$ cat src/rtl/dwpg_pkg.sv
package dwpg_pkg;
   typedef enum logic [1:0] {
      ACT_NONE  = 2'd0,
      ACT_CLAIM = 2'd1,
      ACT_RETRY = 2'd2
   } act_e;

   localparam int NUM_FLAGS    = 4;
   localparam int FLAG_STS_TGT = 0;
   localparam int FLAG_STS_FWD = 1;
   localparam int FLAG_IRQ_TGT = 2;
   localparam int FLAG_IRQ_FWD = 3;
endpackage

$ cat src/rtl/dwpg_flags.sv
module dwpg_flags #(
   parameter int N = 4
) (
   input  logic         clk,
   input  logic         rst_n,
   input  logic [N-1:0] set_i,
   input  logic [N-1:0] clr_i,
   output logic [N-1:0] q_o
);
   for (genvar i = 0; i < N; i++) begin : g_bit
      always_ff @(posedge clk or negedge rst_n) begin
         if (!rst_n)         q_o[i] <= 1'b0;
         else if (set_i[i])  q_o[i] <= 1'b1;   // set has priority over clear
         else if (clr_i[i])  q_o[i] <= 1'b0;
      end
   end
endmodule

$ cat src/rtl/dwpg_entry.sv
module dwpg_entry #(
   parameter int TMO_CLKS = 32768
) (
   input  logic clk,
   input  logic rst_n,
   input  logic load_i,
   input  logic load_par_i,
   input  logic tgt_err_i,
   input  logic deliver_i,
   output logic valid_o,
   output logic par_o,
   output logic cpl_err_o,
   output logic release_o,
   output logic discard_o
);
   localparam int CNT_W = (TMO_CLKS > 2) ? $clog2(TMO_CLKS) : 1;
   localparam logic [CNT_W-1:0] LAST = CNT_W'(TMO_CLKS - 1);

   logic [CNT_W-1:0] age;
   logic             err_acc;

   always_ff @(posedge clk or negedge rst_n) begin
      if (!rst_n) begin
         valid_o   <= 1'b0;
         par_o     <= 1'b0;
         cpl_err_o <= 1'b0;
         release_o <= 1'b0;
         discard_o <= 1'b0;
         age       <= '0;
         err_acc   <= 1'b0;
      end else begin
         release_o <= 1'b0;
         discard_o <= 1'b0;
         if (load_i) begin
            valid_o   <= 1'b1;
            par_o     <= load_par_i;
            cpl_err_o <= err_acc | tgt_err_i;
            err_acc   <= 1'b0;
            age       <= '0;
         end else begin
            if (tgt_err_i) err_acc <= 1'b1;
            if (valid_o) begin
               if (deliver_i) begin
                  valid_o   <= 1'b0;
                  release_o <= 1'b1;
                  age       <= '0;
               end else if (age == LAST) begin
                  valid_o   <= 1'b0;
                  discard_o <= 1'b1;
                  age       <= '0;
               end else begin
                  age <= age + 1'b1;
               end
            end
         end
      end
   end
endmodule

$ cat src/rtl/dwpg_attempt.sv
module dwpg_attempt
   import dwpg_pkg::*;
#(
   parameter int DATA_W   = 32,
   parameter int BE_W     = 4,
   parameter int PERR_DLY = 2,
   parameter bit EVEN_PAR = 1'b1
) (
   input  logic              clk,
   input  logic              rst_n,
   input  logic              try_i,
   input  logic [DATA_W-1:0] ad_i,
   input  logic [BE_W-1:0]   cbe_i,
   input  logic              par_i,
   input  logic              entry_valid_i,
   input  logic              entry_par_i,
   input  logic              resp_en_i,
   output logic              deliver_o,
   output logic              trdy_o,
   output logic              retry_o,
   output logic              block_o,
   output logic              perr_o
);
   localparam int LINE = PERR_DLY + 1;

   logic raw_odd, bad_now;
   assign raw_odd = ^{ad_i, cbe_i, par_i};

   if (EVEN_PAR) begin : g_even
      assign bad_now = raw_odd;
   end else begin : g_odd
      assign bad_now = ~raw_odd;
   end

   logic s_vld, s_bad, s_par;
   always_ff @(posedge clk or negedge rst_n) begin
      if (!rst_n) begin
         s_vld <= 1'b0;
         s_bad <= 1'b0;
         s_par <= 1'b0;
      end else begin
         s_vld <= try_i;
         s_bad <= bad_now;
         s_par <= par_i;
      end
   end

   act_e act;
   logic perr_evt, blk;
   always_comb begin
      act       = ACT_NONE;
      perr_evt  = 1'b0;
      blk       = 1'b0;
      deliver_o = 1'b0;
      if (s_vld) begin
         if (!entry_valid_i || (s_par != entry_par_i)) begin
            act = ACT_RETRY;
         end else if (!s_bad) begin
            act       = ACT_CLAIM;
            deliver_o = 1'b1;
         end else if (resp_en_i) begin
            act      = ACT_CLAIM;
            perr_evt = 1'b1;
         end else begin
            act = ACT_RETRY;
            blk = 1'b1;
         end
      end
   end

   logic [LINE-1:0] line;
   always_ff @(posedge clk or negedge rst_n) begin
      if (!rst_n) begin
         trdy_o  <= 1'b0;
         retry_o <= 1'b0;
         block_o <= 1'b0;
         line    <= '0;
      end else begin
         trdy_o  <= (act == ACT_CLAIM);
         retry_o <= (act == ACT_RETRY);
         block_o <= blk;
         line    <= {line[LINE-2:0], perr_evt};
      end
   end
   assign perr_o = line[LINE-1];
endmodule

$ cat src/rtl/dw_parity_guard.sv
module dw_parity_guard
   import dwpg_pkg::*;
#(
   parameter int DATA_W   = 32,
   parameter int BE_W     = 4,
   parameter int TMO_CLKS = 32768,
   parameter int PERR_DLY = 2,
   parameter bit EVEN_PAR = 1'b1
) (
   input  logic                 clk,
   input  logic                 rst_n,
   input  logic                 cfg_tgt_resp_en,
   input  logic                 cfg_ini_resp_en,
   input  logic                 cfg_mask_mpe,
   input  logic                 cfg_mask_dpe,
   input  logic                 tgt_xfer,
   input  logic                 tgt_perr,
   input  logic                 cpl_load,
   input  logic                 cpl_req_par,
   input  logic                 ini_try,
   input  logic [DATA_W-1:0]    ini_ad,
   input  logic [BE_W-1:0]      ini_cbe,
   input  logic                 ini_par,
   input  logic                 fwd_bad_par,
   input  logic [NUM_FLAGS-1:0] flag_clr,
   output logic                 trdy_req,
   output logic                 perr_req,
   output logic                 retry_req,
   output logic                 enq_block,
   output logic                 entry_valid,
   output logic                 entry_release,
   output logic                 entry_discard,
   output logic                 cpl_err_sts,
   output logic [NUM_FLAGS-1:0] flags
);
   if (DATA_W < 1)   begin : g_bad_dw  $error("DATA_W must be at least 1");   end
   if (BE_W < 1)     begin : g_bad_be  $error("BE_W must be at least 1");     end
   if (PERR_DLY < 1) begin : g_bad_dly $error("PERR_DLY must be at least 1"); end
   if (TMO_CLKS < 2) begin : g_bad_tmo $error("TMO_CLKS must be at least 2"); end

   logic tgt_hit, deliver, stored_par;
   logic [NUM_FLAGS-1:0] flag_set;

   assign tgt_hit = tgt_xfer & tgt_perr;

   always_comb begin
      flag_set               = '0;
      flag_set[FLAG_STS_TGT] = tgt_hit & cfg_tgt_resp_en;
      flag_set[FLAG_STS_FWD] = fwd_bad_par & ~cfg_ini_resp_en;
      flag_set[FLAG_IRQ_TGT] = flag_set[FLAG_STS_TGT] & ~cfg_mask_mpe;
      flag_set[FLAG_IRQ_FWD] = flag_set[FLAG_STS_FWD] & ~cfg_mask_dpe;
   end

   dwpg_flags #(.N(NUM_FLAGS)) flags_i (
      .clk   (clk),
      .rst_n (rst_n),
      .set_i (flag_set),
      .clr_i (flag_clr),
      .q_o   (flags)
   );

   dwpg_entry #(.TMO_CLKS(TMO_CLKS)) entry_i (
      .clk        (clk),
      .rst_n      (rst_n),
      .load_i     (cpl_load),
      .load_par_i (cpl_req_par),
      .tgt_err_i  (tgt_hit),
      .deliver_i  (deliver),
      .valid_o    (entry_valid),
      .par_o      (stored_par),
      .cpl_err_o  (cpl_err_sts),
      .release_o  (entry_release),
      .discard_o  (entry_discard)
   );

   dwpg_attempt #(
      .DATA_W   (DATA_W),
      .BE_W     (BE_W),
      .PERR_DLY (PERR_DLY),
      .EVEN_PAR (EVEN_PAR)
   ) attempt_i (
      .clk           (clk),
      .rst_n         (rst_n),
      .try_i         (ini_try),
      .ad_i          (ini_ad),
      .cbe_i         (ini_cbe),
      .par_i         (ini_par),
      .entry_valid_i (entry_valid),
      .entry_par_i   (stored_par),
      .resp_en_i     (cfg_ini_resp_en),
      .deliver_o     (deliver),
      .trdy_o        (trdy_req),
      .retry_o       (retry_req),
      .block_o       (enq_block),
      .perr_o        (perr_req)
   );
endmodule

$ cat config.mk
export PLATFORM = sky130hd
export DESIGN_NAME = dw_parity_guard
export DESIGN_NICKNAME = d
export VERILOG_FILES = /design/src/rtl/dwpg_pkg.sv /design/src/rtl/dwpg_flags.sv /design/src/rtl/dwpg_entry.sv /design/src/rtl/dwpg_attempt.sv /design/src/rtl/dw_parity_guard.sv
export SDC_FILE = /design/constraint.sdc
export NUM_CORES = 1
export LEC_CHECK = 0
export BUFFER_PORTS_ARGS = -buffer_cell sky130_fd_sc_hd__buf_2
export CAP_MARGIN = 20
export CORE_ASPECT_RATIO = 0.5
export CORE_MARGIN = 4
export CORE_UTILIZATION = 25
export DETAILED_ROUTE_END_ITERATION = 10
export PLACE_DENSITY_LB_ADDON = 0.25
export SLEW_MARGIN = 40
export SYNTH_ARGS = -nofsm -noshare
export SYNTH_HDL_FRONTEND = slang
export SYNTH_SLANG_ARGS = --single-unit
export TNS_END_PERCENT = 1
$ cat constraint.sdc
create_clock -name clk -period 2.08 [get_ports clk]
set_clock_uncertainty 0.05 [all_clocks]
set_input_delay 0.416 -clock clk [delete_from_list [all_inputs] [get_ports clk]]
set_output_delay 0.416 -clock clk [all_outputs]
set_load 0.02 [all_outputs]
# Word level (Yosys, flattened, before mapping)

Index checks and enable logic that the tools add are counted.

Reductions and logical operators: 9
Muxes and demuxes: 40
Add/sub/neg operators: 1
Equality and inequality tests: 4
Bitwise gates (word level): 9

Operator list:

| kind                                          | number |
|---|---|
| 2-to-1 mux 15 bit                             | 4 |
| parity 37 bit                                 | 1 |
| 2-to-1 mux 1 bit                              | 32 |
| adder 15 x 1 -> 15 bit, second input constant | 1 |
| == test 15 bit, second input constant         | 1 |
| nonzero test 2 bit                            | 6 |
| 2-to-1 mux 2 bit                              | 4 |
| AND 1 bit                                     | 5 |
| NOT 1 bit                                     | 3 |
| == test 2 x 1 -> 1 bit, second input constant | 1 |
| == test 2 bit, second input constant          | 1 |
| zero test 1 bit                               | 1 |
| logical OR 1 bit                              | 1 |
| != test 1 bit                                 | 1 |
| OR 1 bit                                      | 1 |

Register bits: 34
Output and inout port bits: 12
Logic and storage cells: 81

# Depth between registers and ports, before layout

Depth in word-level cells: 7
Mapped depth: 8
Mapped depth without buffers: 6

# Modules after synthesis

A second synthesis with hierarchy kept.

Cell total of the unflattened synthesis: 180
Area, all modules: 1,856.8 um^2

Modules (own cells, without submodules):

| module          | area an instance (um^2) | sequential area each (um^2) | times used | cells each |
|---|---|---|---|---|
| dwpg_entry      | 1,069.8                 | 525.5                       | 1          | 109 |
| dwpg_attempt    | 598.1                   | 225.2                       | 1          | 54 |
| dwpg_flags      | 145.1                   | 100.1                       | 1          | 12 |
| dw_parity_guard | 43.8                    | 0.0                         | 1          | 5 |

# Least setup slack after synthesis

OpenSTA, ideal clock, no wires.

Path kind: register to register
Start: register entry_i.age[0]
End: register entry_i.age[5]
Arrival: 1.734 ns
Path slack: 0.222 ns
Data required time: 1.956 ns
Setup time: 0.074 ns
Stages on the path, launching flop included: 8
Path buffers: 1
Path through: dfrtp_1 -> ha_1 -> nand3_1 -> and4bb_4 -> buf_6 -> or2_4 -> or3_1 -> o21ai_2

Word-level cells in the longest chain between the ends: 5
Elaborated cells on any way between the ends: 6
Those cells by class: 1 x add/sub; 1 x eq/ne; 4 x mux

RTL lines:

| what                                                     | RTL line                           | RTL |
|---|---|---|
| start: declaration                                       | dwpg_entry.sv:19                   | `logic [CNT_W-1:0] age;` |
| start signal: assignment                                 | dwpg_entry.sv:52                   | `age <= age + 1'b1;` |
| adder 15 x 1 -> 15 bit or == test 15 bit (tied branches) | dwpg_entry.sv:52, dwpg_entry.sv:47 |  |
| 2-to-1 mux 15 bit *                                      | dwpg_entry.sv:47                   | `end else if (age == LAST) begin` |
| 2-to-1 mux 15 bit *                                      | dwpg_entry.sv:43                   | `if (deliver_i) begin` |
| 2-to-1 mux 15 bit *                                      | dwpg_entry.sv:42                   | `if (valid_o) begin` |
| 2-to-1 mux 15 bit *                                      | dwpg_entry.sv:34                   | `if (load_i) begin` |

Every way passes the cells marked *; elsewhere a longest branch is shown, timed or not. The select of a mux whose other input is x is not followed.
A chain may end at the register's enable or synchronous reset.

# Final worst setup path

Same ends and word-level chain as after synthesis.

==> metrics.txt <==
# TYPE chip_impl_metric gauge
chip_impl_info{name="outcome",value="finished, final reports clean"} 1
chip_impl_metric{name="hold_violations",unit=""} 0
chip_impl_metric{name="yosys.area_share.adder",unit="%"} 0.6854
chip_impl_metric{name="synth_compound_gate_area_share",unit="%"} 11.93
chip_impl_metric{name="gp_routability_congestion",unit=""} 0.7920
chip_impl_metric{name="post-route-util",unit="%"} 35.10
chip_impl_metric{name="mappedNetlistNets",unit=""} 238
chip_impl_metric{name="yosys.area_share.xor_xnor",unit="%"} 18.51
chip_impl_metric{name="synthArstFlopShare",unit="%"} 100.0
chip_impl_metric{name="slew_headroom",unit="%"} 67.99
chip_impl_metric{name="cts_hold_buf",unit=""} 0
chip_impl_info{name="most_frequent_cells_after_synthesis",value="34 x sky130_fd_sc_hd__dfrtp_1, 30 x sky130_fd_sc_hd__xnor2_1, 14 x sky130_fd_sc_hd__o21ai_0"} 1
chip_impl_metric{name="drt-wirelength-per-cell",unit="um"} 11.05
chip_impl_metric{name="buffer_ports.inserted",unit=""} 64
chip_impl_metric{name="number_of_global_route_vias_before_repair",unit=""} 1417
chip_impl_info{name="start_kind",value="register"} 1
chip_impl_info{name="synth_flop_cell",value="sky130_fd_sc_hd__dfrtp_1"} 1
chip_impl_metric{name="largest_register_ff_count",unit=""} 15
chip_impl_metric{name="yosysWarnings",unit=""} 0
chip_impl_metric{name="cells_resized_by_post_cts_repair",unit=""} 0
chip_impl_metric{name="core_area",unit="um2"} 6884
chip_impl_info{name="dominant_combinational_cell_family_by_area_after_synthesis",value="XOR/XNOR gates"} 1
chip_impl_info{name="cts_tree",value="yes"} 1
chip_impl_metric{name="timing.critical_path.required",unit="ns"} 2.24
chip_impl_metric{name="synth_enable_flop_cells",unit=""} 0
chip_impl_metric{name="clock_path_buffers",unit=""} 2
chip_impl_metric{name="setup-violations-final",unit=""} 0
chip_impl_metric{name="slew_at_the_pin_closest_to_its_max_slew_limit",unit="ns"} 0.4766
chip_impl_metric{name="drive_gt1_share",unit="%"} 33.59
chip_impl_metric{name="grt_remaining_overflow",unit=""} 0
chip_impl_info{name="rsz_0062_raised_after_global_routing",value="no"} 1
chip_impl_info{name="cp_capture_type",value="register"} 1
chip_impl_info{name="largestRegisters",value="entry_i.age (15), flags_i.q_o (4), attempt_i.line (3)"} 1
chip_impl_metric{name="finalMaxSlewViolations",unit=""} 0
chip_impl_info{name="holdCritPathClass",value="in -> async"} 1
chip_impl_metric{name="avgViaCountPerCell",unit=""} 4.282
chip_impl_metric{name="clock_latency",unit="ns"} 0.27
chip_impl_info{name="cpMaxStageDelayCell",value="sky130_fd_sc_hd__dfrtp_1"} 1
chip_impl_metric{name="first_iter_violations",unit=""} 35
chip_impl_metric{name="worst_setup_hold_path_clk_slew",unit="ns"} 0.05
chip_impl_metric{name="gr-usage-all-layers",unit="%"} 8.787
chip_impl_metric{name="cts_htree_levels",unit=""} 2
chip_impl_metric{name="syn_area_per_cell",unit="um2"} 9.921
chip_impl_metric{name="synthSimpleGateAreaFrac",unit="%"} 16.72
chip_impl_metric{name="power.clock.fraction",unit="%"} 36.9
chip_impl_metric{name="post_cts.repair.setup_buffers",unit=""} 0
chip_impl_metric{name="power_switching_share",unit="%"} 27.00
chip_impl_metric{name="grt_start_max_net_pins",unit=""} 35
chip_impl_metric{name="power.leakage",unit="nW"} 1.099
chip_impl_metric{name="final_period_minus_worst_setup_slack",unit="ns"} 1.898
chip_impl_metric{name="floorplan.io_pins",unit=""} 65
chip_impl_metric{name="power_switching",unit="uW"} 537.7
chip_impl_metric{name="vias",unit=""} 1490
chip_impl_metric{name="dieArea",unit="um2"} 8816
chip_impl_metric{name="power.share.combinational",unit="%"} 24.8
chip_impl_metric{name="nets",unit=""} 309
chip_impl_metric{name="drt_pre_antenna_iters",unit=""} 4
chip_impl_metric{name="yosysSeqAreaShare",unit="%"} 46.61
chip_impl_metric{name="die_w",unit="um"} 128.8
chip_impl_metric{name="timing.critical_path.buf_inv",unit=""} 0
chip_impl_metric{name="syn_area",unit="um2"} 1826
chip_impl_metric{name="antenna_found_initial",unit=""} 0
chip_impl_metric{name="tritoncts.num_buffers",unit=""} 5
chip_impl_metric{name="post_synth_inst_count",unit=""} 184
chip_impl_metric{name="tritoncts_num_sinks",unit=""} 34
chip_impl_metric{name="yosys.area.top_type_share",unit="%"} 46.61
chip_impl_metric{name="crit_fanout",unit=""} 9
chip_impl_metric{name="max-vdd-ir-drop",unit="mV"} 0.2968
chip_impl_metric{name="fin_crit_sh",unit="%"} 91.23
chip_impl_metric{name="synth_cell_types",unit=""} 39
chip_impl_info{name="worstPathCellList",value="ha_1 > nand3_1 > and4bb_4 > or2_4 > or3_1 > o21ai_2"} 1
chip_impl_info{name="max_flop_register",value="entry_i.age"} 1
chip_impl_metric{name="finalSetupTns",unit="ns"} 0
chip_impl_metric{name="grt_first_pass_wirelength",unit="mm"} 6.203
chip_impl_metric{name="hold_ws",unit="ns"} 0.03503
chip_impl_metric{name="initial_utilization",unit="%"} 26.52
chip_impl_info{name="post-synth-top-count-cell",value="sky130_fd_sc_hd__dfrtp_1"} 1
chip_impl_metric{name="timing.critical_path.arrival",unit="ns"} 2.05
chip_impl_metric{name="seq_power_share",unit="%"} 38.2
chip_impl_metric{name="cell_int_power",unit="mW"} 1.454
chip_impl_metric{name="insertedDiodeCount",unit=""} 0
chip_impl_metric{name="area.growth.synth_to_final",unit="%"} 32.35
chip_impl_info{name="timing_worst_setup_path_type",value="reg -> reg"} 1
chip_impl_metric{name="remaining_drc_errors",unit=""} 0
chip_impl_metric{name="drt-total-wl",unit="mm"} 3.844
chip_impl_metric{name="power_density",unit="nW/um2"} 824.4
chip_impl_metric{name="std_cell_rows",unit=""} 21
chip_impl_info{name="cpLargestDelayFamily",value="simple AND/OR/NAND/NOR gates"} 1
chip_impl_metric{name="muxShareOfSynthArea",unit="%"} 1.714
chip_impl_metric{name="final_antenna_net_count",unit=""} 0
chip_impl_metric{name="floorplan.die.height",unit="um"} 68.43
chip_impl_info{name="yosys-top-cells-area",value="sky130_fd_sc_hd__dfrtp_1 47%, sky130_fd_sc_hd__xnor2_1 14%, sky130_fd_sc_hd__o21ai_0 3.8%"} 1
chip_impl_metric{name="post-dp-hpwl",unit="mm"} 2.994
chip_impl_metric{name="critical-path-max-stage-delay",unit="ns"} 0.41
chip_impl_info{name="cts.root.buffer_cell",value="sky130_fd_sc_hd__clkbuf_16"} 1
chip_impl_metric{name="cap_violations",unit=""} 0
chip_impl_metric{name="ys_seq_elements",unit=""} 34
chip_impl_info{name="synth_top_area_cell",value="sky130_fd_sc_hd__dfrtp_1"} 1
chip_impl_metric{name="max_clock_freq",unit="MHz"} 527.0
-- routing by layer --
| layer | up-vias | share of wire, % | track usage (%) |
|---|---|---|---|
| met5 | - | 0 | 0 |
| met4 | 0 | 0.49 | 3.141 |
| met3 | 2 | 8.0 | 2.416 |
| met2 | 50 | 45 | 14.56 |
| met1 | 662 | 47 | 11.16 |
| li1 | 776 | - | - |
-- power groups by stage --
stage / registers [mW] / logic [mW] / clock network [mW]
final: 0.762 / 0.495 / 0.736
after global routing: 0.770 / 0.552 / 0.782
after CTS: 0.761 / 0.505 / 0.757
after detailed placement: 0.772 / 0.501 / 0
after global placement: 0.770 / 0.497 / 0
after floorplan: 0.794 / 0.317 / 0
-- layout by cell type, fill, tap and decap left out, types with 7 or more instances in the layout --
cell type and n:
sky130_fd_sc_hd__nand3_1 12, sky130_fd_sc_hd__buf_2 63, sky130_fd_sc_hd__nor2_1 10, sky130_fd_sc_hd__a21oi_1 8, sky130_fd_sc_hd__buf_4 7, sky130_fd_sc_hd__dfrtp_1 34, sky130_fd_sc_hd__nor3_1 9, sky130_fd_sc_hd__o21ai_0 14
sky130_fd_sc_hd__inv_1 8, sky130_fd_sc_hd__nand2_1 12, sky130_fd_sc_hd__xnor2_1 30
-- stage by stage --
| step | std cells | setup WS (ns) | area, um2 | power [mW] |
|---|---|---|---|---|
| final | 348 | 0.1824 | 2416 | 1.992 |
| after detailed placement | 340 | 0.1917 | 2266 | 1.273 |
| after floorplan | 184 | 0.2217 | 1826 | 1.112 |
| after global placement | 340 | 0.2283 | 2266 | 1.266 |
| after global routing | 348 | 0.06081 | 2416 | 2.104 |
| after CTS | 348 | 0.1764 | 2414 | 2.024 |
-- final timing paths --
path,start,slack [ns],to,depth (start not counted)
hold / removal,rst_n,0.04,entry_i.age[4],1
setup / recovery,entry_i.age[0],0.18,entry_i.age[5],6
max in group asynchronous,rst_n,1.64,flags_i.q_o[0],1
min in group clk,ini_try,0.19,attempt_i.s_vld,1
setup reg to reg,entry_i.age[0],0.18,entry_i.age[5],6
hold reg to reg,attempt_i.line[0],0.31,attempt_i.line[1],0
-- logic make-up after synthesis --
family	Yosys count
AOI/OAI and AO/OA	37
xor gates and xnor gates	37
adders and majority gates	1
buffers and inverters	14
DFF	34
muxes	3
and+or+nand+nor	58
-- worst register-to-register path: cells and delay by family, from the launching register on --
family,cells,cell delay (ns)
flops,1,0.41
simple gates,4,1.07
compound gates,1,0.06
fa+ha+maj,1,0.24
-- cell type report --
cell class / count / area [um2]
Sequential cell: 34 / 850.8
Clock buffer: 7 / 142.6
Clock inverter: 1 / 5.005
Inverter: 8 / 30.03
Multi-Input combinational cell: 136 / 904.6
Timing Repair Buffer: 70 / 367.9
Tap cell: 92 / 115.1
Fill cell: 714 / 4468
No activity file was read; power rests on OpenSTA's default activity.
